==> config.mk <==
export PLATFORM = sky130hd
export DESIGN_NAME = tmux_port
export DESIGN_NICKNAME = d
export VERILOG_FILES = /design/src/rtl/tmux_port_pkg.sv /design/src/rtl/tmux_token_ring.sv /design/src/rtl/tmux_occupancy.sv /design/src/rtl/tmux_inst_track.sv /design/src/rtl/tmux_fire_gate.sv /design/src/rtl/tmux_port.sv
export SDC_FILE = /design/constraint.sdc
export NUM_CORES = 1
export LEC_CHECK = 0
export CORE_UTILIZATION = 55
export CTS_CLUSTER_SIZE = 16
export DETAILED_ROUTE_END_ITERATION = 10
export GPL_ROUTABILITY_DRIVEN = 1
export GPL_TIMING_DRIVEN = 1
export PLACE_DENSITY = 0.75
export SYNTH_ARGS = -nofsm -noshare
export SYNTH_HDL_FRONTEND = slang
export SYNTH_SLANG_ARGS = --single-unit
==> constraint.sdc <==
create_clock -name clk -period 3.6 [get_ports clk]
set_clock_uncertainty 0.15 [all_clocks]
set_input_delay 0.9 -clock clk [delete_from_list [all_inputs] [get_ports clk]]
set_output_delay 0.9 -clock clk [all_outputs]
set_load 0.05 [all_outputs]
==> src/rtl/tmux_port_pkg.sv <==
package tmux_port_pkg;

  // Occupancy relative to the preload level.
  typedef enum logic [1:0] {
    BAL_LIGHT = 2'd0,
    BAL_EVEN  = 2'd1,
    BAL_HEAVY = 2'd2
  } bal_e;

  // Index width that stays at least one bit wide for tiny counts.
  function automatic int unsigned idx_width(input int unsigned n);
    if (n < 2) return 1;
    return $clog2(n);
  endfunction

endpackage

==> src/rtl/tmux_token_ring.sv <==
module tmux_token_ring
  import tmux_port_pkg::*;
#(
  parameter int unsigned TOK_W   = 9,
  parameter int unsigned DEPTH   = 9,
  parameter int unsigned PRELOAD = 8
) (
  input  logic             clk,
  input  logic             rst_n,
  input  logic             push,
  input  logic             pop,
  input  logic [TOK_W-1:0] wr_tok,
  output logic [TOK_W-1:0] rd_tok
);
  localparam int unsigned PW = idx_width(DEPTH);
  localparam logic [PW-1:0] LAST    = PW'(DEPTH - 1);
  localparam logic [PW-1:0] WR_INIT = PW'(PRELOAD % DEPTH);

  logic [PW-1:0]    wr_ptr;
  logic [PW-1:0]    rd_ptr;
  logic [TOK_W-1:0] slot [DEPTH];

  // Write pointer starts past the preloaded placeholders.
  always_ff @(posedge clk) begin
    if (!rst_n)    wr_ptr <= WR_INIT;
    else if (push) wr_ptr <= (wr_ptr == LAST) ? '0 : wr_ptr + 1'b1;
  end

  always_ff @(posedge clk) begin
    if (!rst_n)   rd_ptr <= '0;
    else if (pop) rd_ptr <= (rd_ptr == LAST) ? '0 : rd_ptr + 1'b1;
  end

  // Every slot resets to a no-message token with a zero payload.
  always_ff @(posedge clk) begin
    if (!rst_n) begin
      for (int i = 0; i < int'(DEPTH); i++) slot[i] <= '0;
    end else if (push) begin
      slot[wr_ptr] <= wr_tok;
    end
  end

  assign rd_tok = slot[rd_ptr];

  AST_PTR_RANGE: assert property (@(posedge clk) disable iff (!rst_n)
    (wr_ptr <= LAST) && (rd_ptr <= LAST));

endmodule

==> src/rtl/tmux_occupancy.sv <==
module tmux_occupancy
  import tmux_port_pkg::*;
#(
  parameter int unsigned DEPTH   = 9,
  parameter int unsigned PRELOAD = 8,
  parameter int unsigned CW      = 4
) (
  input  logic          clk,
  input  logic          rst_n,
  input  logic          push,
  input  logic          pop,
  output logic [CW-1:0] count,
  output logic          empty,
  output logic          full,
  output logic          heavy,
  output logic          light
);
  localparam logic [CW-1:0] CNT_INIT = CW'(PRELOAD);
  localparam logic [CW-1:0] CNT_MAX  = CW'(DEPTH);

  bal_e level;

  always_ff @(posedge clk) begin
    if (!rst_n) begin
      count <= CNT_INIT;
    end else begin
      unique case ({push, pop})
        2'b10:   count <= count + 1'b1;
        2'b01:   count <= count - 1'b1;
        default: count <= count;
      endcase
    end
  end

  always_comb begin
    if (count > CNT_INIT)      level = BAL_HEAVY;
    else if (count < CNT_INIT) level = BAL_LIGHT;
    else                       level = BAL_EVEN;
  end

  assign empty = (count == '0);
  assign full  = (count == CNT_MAX);
  assign heavy = (level == BAL_HEAVY);
  assign light = (level == BAL_LIGHT);

  AST_NO_OVERFLOW: assert property (@(posedge clk) disable iff (!rst_n)
    (push && !pop) |-> !full);
  AST_NO_UNDERFLOW: assert property (@(posedge clk) disable iff (!rst_n)
    pop |-> !empty);
  AST_HEAVY_ON_GROWTH: assert property (@(posedge clk) disable iff (!rst_n)
    (push && !pop && !light) |=> heavy);

endmodule

==> src/rtl/tmux_inst_track.sv <==
module tmux_inst_track
  import tmux_port_pkg::*;
#(
  parameter int unsigned N_INST  = 4,
  parameter int unsigned PRELOAD = 8,
  parameter int unsigned IW      = 2
) (
  input  logic          clk,
  input  logic          rst_n,
  input  logic          push,
  input  logic          pop,
  output logic [IW-1:0] enq_inst,
  output logic [IW-1:0] deq_inst
);
  localparam logic [IW-1:0] LAST_INST = IW'(N_INST - 1);
  localparam logic [IW-1:0] ENQ_INIT  = IW'(PRELOAD % N_INST);

  // Round-robin owner of the next pushed token.
  always_ff @(posedge clk) begin
    if (!rst_n)    enq_inst <= ENQ_INIT;
    else if (push) enq_inst <= (enq_inst == LAST_INST) ? '0 : enq_inst + 1'b1;
  end

  // Round-robin owner of the head token.
  always_ff @(posedge clk) begin
    if (!rst_n)   deq_inst <= '0;
    else if (pop) deq_inst <= (deq_inst == LAST_INST) ? '0 : deq_inst + 1'b1;
  end

  AST_INST_RANGE: assert property (@(posedge clk) disable iff (!rst_n)
    (enq_inst <= LAST_INST) && (deq_inst <= LAST_INST));

endmodule

==> src/rtl/tmux_fire_gate.sv <==
module tmux_fire_gate #(
  parameter int unsigned GATE_IN  = 2,
  parameter int unsigned GATE_OUT = 2
) (
  input  logic [GATE_IN-1:0]  in_avail,
  input  logic [GATE_IN-1:0]  in_heavy,
  input  logic [GATE_OUT-1:0] out_space,
  input  logic [GATE_OUT-1:0] out_light,
  output logic                fire,
  output logic                advance
);
  logic all_in;
  logic all_out;
  logic rebalance;

  assign all_in    = &in_avail;
  assign all_out   = &out_space;
  assign rebalance = (|in_heavy) | (|out_light);
  assign fire      = all_in & all_out;
  assign advance   = fire & rebalance;

endmodule

==> src/rtl/tmux_port.sv <==
module tmux_port
  import tmux_port_pkg::*;
#(
  parameter int unsigned N_INST   = 4,
  parameter int unsigned LATENCY  = 2,
  parameter int unsigned PAY_W    = 8,
  parameter int unsigned GATE_IN  = 2,
  parameter int unsigned GATE_OUT = 2,
  localparam int unsigned PRELOAD = N_INST * LATENCY,
  localparam int unsigned DEPTH   = PRELOAD + 1,
  localparam int unsigned CW      = idx_width(DEPTH + 1),
  localparam int unsigned IW      = idx_width(N_INST)
) (
  input  logic                clk,
  input  logic                rst_n,
  input  logic                enq_valid,
  output logic                enq_ready,
  input  logic                enq_msg,
  input  logic [PAY_W-1:0]    enq_data,
  output logic [IW-1:0]       enq_inst,
  output logic                deq_valid,
  input  logic                deq_ready,
  output logic                deq_msg,
  output logic [PAY_W-1:0]    deq_data,
  output logic [IW-1:0]       deq_inst,
  output logic [CW-1:0]       occupancy,
  output logic                empty,
  output logic                full,
  output logic                heavy,
  output logic                light,
  input  logic [GATE_IN-1:0]  gate_in_avail,
  input  logic [GATE_IN-1:0]  gate_in_heavy,
  input  logic [GATE_OUT-1:0] gate_out_space,
  input  logic [GATE_OUT-1:0] gate_out_light,
  output logic                gate_fire,
  output logic                gate_advance
);
  localparam int unsigned TOK_W = PAY_W + 1;

  logic             push;
  logic             pop;
  logic [TOK_W-1:0] wr_tok;
  logic [TOK_W-1:0] rd_tok;

  assign deq_valid = !empty;
  assign enq_ready = !full || deq_ready;
  assign push      = enq_valid && enq_ready;
  assign pop       = deq_valid && deq_ready;
  assign wr_tok    = {enq_msg, enq_data};
  assign deq_msg   = rd_tok[TOK_W-1];
  assign deq_data  = rd_tok[PAY_W-1:0];

  tmux_token_ring #(
    .TOK_W   (TOK_W),
    .DEPTH   (DEPTH),
    .PRELOAD (PRELOAD)
  ) u_ring (
    .clk    (clk),
    .rst_n  (rst_n),
    .push   (push),
    .pop    (pop),
    .wr_tok (wr_tok),
    .rd_tok (rd_tok)
  );

  tmux_occupancy #(
    .DEPTH   (DEPTH),
    .PRELOAD (PRELOAD),
    .CW      (CW)
  ) u_occ (
    .clk   (clk),
    .rst_n (rst_n),
    .push  (push),
    .pop   (pop),
    .count (occupancy),
    .empty (empty),
    .full  (full),
    .heavy (heavy),
    .light (light)
  );

  tmux_inst_track #(
    .N_INST  (N_INST),
    .PRELOAD (PRELOAD),
    .IW      (IW)
  ) u_inst (
    .clk      (clk),
    .rst_n    (rst_n),
    .push     (push),
    .pop      (pop),
    .enq_inst (enq_inst),
    .deq_inst (deq_inst)
  );

  tmux_fire_gate #(
    .GATE_IN  (GATE_IN),
    .GATE_OUT (GATE_OUT)
  ) u_gate (
    .in_avail  (gate_in_avail),
    .in_heavy  (gate_in_heavy),
    .out_space (gate_out_space),
    .out_light (gate_out_light),
    .fire      (gate_fire),
    .advance   (gate_advance)
  );

  // Instance tags and occupancy must agree modulo the instance count.
  logic inst_consistent;
  assign inst_consistent =
    (((int'(enq_inst) + int'(N_INST) - int'(deq_inst)) % int'(N_INST))
      == (int'(occupancy) % int'(N_INST)));

  AST_INST_ORDER: assert property (@(posedge clk) disable iff (!rst_n)
    inst_consistent);
  AST_FULL_SWAP_HOLD: assert property (@(posedge clk) disable iff (!rst_n)
    (full && push && pop) |=> full);
  AST_HEAD_HOLD: assert property (@(posedge clk) disable iff (!rst_n)
    (deq_valid && !deq_ready) |=> (deq_valid && $stable(deq_data) && $stable(deq_msg)));
  AST_ADVANCE_NEEDS_FIRE: assert property (@(posedge clk) disable iff (!rst_n)
    gate_advance |-> gate_fire);

endmodule

==> run summary <==
The half-perimeter wire length of the detailed placement result is 9.632 mm. After detailed routing, the number of vias per cell comes to 5.777. The share of layout cells above drive strength 1 was 19.29%; the final antenna diode count was 0. Setup violation total in the final timing report: 0. In the synthesized netlist the dominant register cell turns out to be sky130_fd_sc_hd__edfxtp_1. Of all nets on the critical path, the largest fanout is 29. TritonCTS created 17 clock buffers. At the end of routability-driven placement, the weighted congestion stood at 0.8474. The flow ran to the end, and the final reports show no timing, DRC or antenna violations.

The share of the yosys chip area belonging to registers was 66.99%; the average instance area after synthesis was 14.63 µm². The number of nets in the final layout is 580. Clock transition time at the flip-flop clock pins of the worst setup and hold paths: 0.06 ns.

Global routing finished with a remaining overflow of 0. The run gives 0 as the number of hold buffers added after cts. STA puts the critical path data required time at 2.55 ns.

From left edge to right edge, the die measures 115.2 µm. The detail route stage leaves a number of antenna-violating nets equal to 0. The tool flagged a number of max-cap violations equal to 0. The worst ir drop on vdd came out at 0.4697 mV. STA classifies the critical path endpoint as an output port. The worst path uses 93.74% of the clock period. Buffers placed on the I/O ports in this run total 45.

Counting every instance in the synthesized netlist gives 482. The logs give 7053 µm² for the mapped cell area and 0 for the number of gates given a new drive strength after cts. The initial antenna violation count is 0.

The portion of synthesized cell area occupied by the leading cell type was 61.31%; the Yosys warning count was 0. The library cell used most frequently in the layout, excluding fill and tap cells, is sky130_fd_sc_hd__edfxtp_1. The power after layout was 0.004861 W. The tools report the core outline area as 12,570 µm². The worst setup path is launched from a flop. The tools report the maximum level of the CTS H-tree as 4. For the pin count of the biggest net entering global routing, the log shows 37. Summed over all cells, the static leakage comes to 2.911 nW. The areal power density over the cells is 584.0 nW/µm², and the layout overhead on the synthesized area is 18.02%. Counting flops with an async set or reset pin after synthesis yields a share of 0%. Derived from the worst setup path, the maximum achievable clock frequency is 0.2963 GHz.

Buffers added to address setup during post-CTS repair amount to 0. The final routed wirelength across all metal layers was 14.97 mm; the floorplan die height was 115.2 µm. At the pin with the least slew margin, the transition time is 0.8342 ns. Data on the critical path arrives at its endpoint at 2.32 ns. In this run, synthesis inferred 144 flip-flops with an integrated enable.

Synthesis inferred 164 register bits. Setup repair after global routing left no endpoint under its margin. Max-slew violation count: 0. The via count of the first global-routing pass is 4,208.

Of all cell types, the one taking the most synthesized area is sky130_fd_sc_hd__edfxtp_1. The detail-routed net length per standard cell works out to 20.46 µm. The logs give 46 for the boundary pin count and 42 for the number of distinct library cells after synthesis. The number of hold violations in the final report was 0. The headroom to the max-slew limit was 44.27%; the initial standard-cell utilization of the core was 56.12%. Maximum count of clock buffers along a single path: 2. After the first detailed-routing iteration, the DRC count stood at 397. For this run, design rule violations remaining after detail routing come to 0.

TritonCTS built the clock tree. Detailed routing inserted a total of 4,229 vias. Counting I/O delays and the setup requirement, the final critical path takes 3.375 ns.

The total iterations of the first detailed-routing run came out at 6. The class of the tightest hold or removal check is reg2reg. The global-route wire length before repair is 23.12 mm, and the insertion delay to the later sink of the worst-skew pair is 0.42 ns.

In this run the core area contains 41 standard-cell rows. The classification of the worst setup path was reg2out. CTS placed an instance of sky130_fd_sc_hd__clkbuf_16 at the clock tree root. When the netlist entered floorplanning its net count stood at 515.

The total negative slack for setup checks came out at 0 ns. In the post-synthesis netlist, the biggest area contributors are sky130_fd_sc_hd__edfxtp_1, sky130_fd_sc_hd__mux4_2, sky130_fd_sc_hd__dfxtp_1. The library cells used most frequently in the layout, excluding fill and tap cells, are sky130_fd_sc_hd__edfxtp_1, sky130_fd_sc_hd__nor2_1, sky130_fd_sc_hd__nand2_1. In the global route stage, overall resource usage came out at 24.64%. The number of sinks on the clock net came out at 164. The die covers 13,280 µm².
layer usage:
metal | vias to the layer above | part of all wire [%] | GRT usage (%)
met1 | 2101 | 41 | 32.83
met3 | 16 | 6.6 | 5.588
li1 | 1938 | - | -
met2 | 174 | 51 | 40.76
met4 | 0 | 1.6 | 7.532
met5 | - | 0 | 0
sequential cells by signal, indices dropped and copies added (netlist names), named ones only:
name and count:
u_occ.count 4, u_inst.deq_inst 2, u_ring.wr_ptr 4, u_ring.rd_ptr 4, u_inst.enq_inst 2, u_ring.slot 144
through the flow:
stage / std cells / utilization [%] / area (µm²) / hold slack [ns] / worst slack [ns]
global route: 732 / 66.23 / 8324 / 0.3718 / 0.1609
global placement: 700 / 61.85 / 7774 / 0.3228 / 0.3860
detailed placement: 700 / 61.85 / 7774 / 0.3397 / 0.2441
finish: 732 / 66.23 / 8324 / 0.3490 / 0.2255
CTS: 732 / 66.23 / 8324 / 0.3517 / 0.2478
floorplan: 482 / - / 7053 / 0.3126 / 0.5703
logic make-up after synthesis:
group | after synthesis | share of synthesized area [%]
XOR/XNOR | 2 | 0.2484
buffers and inverters | 44 | 3.176
AND/OR/NAND/NOR | 171 | 10.57
AO/OA/AOI/OAI | 53 | 5.180
adder cells (fa/ha/maj) | 12 | 2.235
multiplexers | 36 | 11.60
flip-flops | 164 | 66.99
cell type report:
type | count | area, µm²
Clock inverter | 6 | 40.04
Timing Repair Buffer | 72 | 660.6
Inverter | 18 | 67.56
Multi-Input combinational cell | 274 | 2105
Sequential cell | 164 | 4726
Fill cell | 844 | 4244
Clock buffer | 26 | 510.5
Tap cell | 172 | 215.2
where the power goes:
group	total [W]	switching (W)	internal, W
sequential	0.00224	0.0000791	0.00216
combinational	0.000963	0.000599	0.000364
clock	0.00166	0.000677	0.000980
total	0.00486	0.00136	0.00351
synth_stat cells (all sizes together) (2+ instances only):
master  count
a21boi      2
a21oi      12
a22oi      18
and3       11
buf        18
clkbuf      8
dfxtp      20
edfxtp    144
ha         11
inv        18
mux4       36
nand2      44
nand3       9
nor2       91
nor2b       4
nor3        3
o21a        3
o21ai      12
or4         2
xor2        2
worst paths after layout:
check	slack, ns	end	startpoint	cells after the start
setup / recovery	0.23	deq_data[5]	flop	5
hold / removal	0.35	u_inst.enq_inst[0]$_SDFFE_PN0P_	u_inst.enq_inst[0]$_SDFFE_PN0P_	2
setup reg to reg	0.79	u_occ.count[3]$_SDFFE_PN1P_	u_occ.count[3]$_SDFFE_PN1P_	8
hold reg to reg	0.35	u_inst.enq_inst[0]$_SDFFE_PN0P_	u_inst.enq_inst[0]$_SDFFE_PN0P_	2
worst max-delay path, stage by stage (launching register included):
cell and delay [ns]:
sky130_fd_sc_hd__dfxtp_2 0.35, sky130_fd_sc_hd__buf_12 0.25, sky130_fd_sc_hd__mux4_1 0.62, sky130_fd_sc_hd__a22oi_1 0.37, sky130_fd_sc_hd__nand2_1 0.10, sky130_fd_sc_hd__buf_4 0.20
No activity file was read; power rests on OpenSTA's default activity.
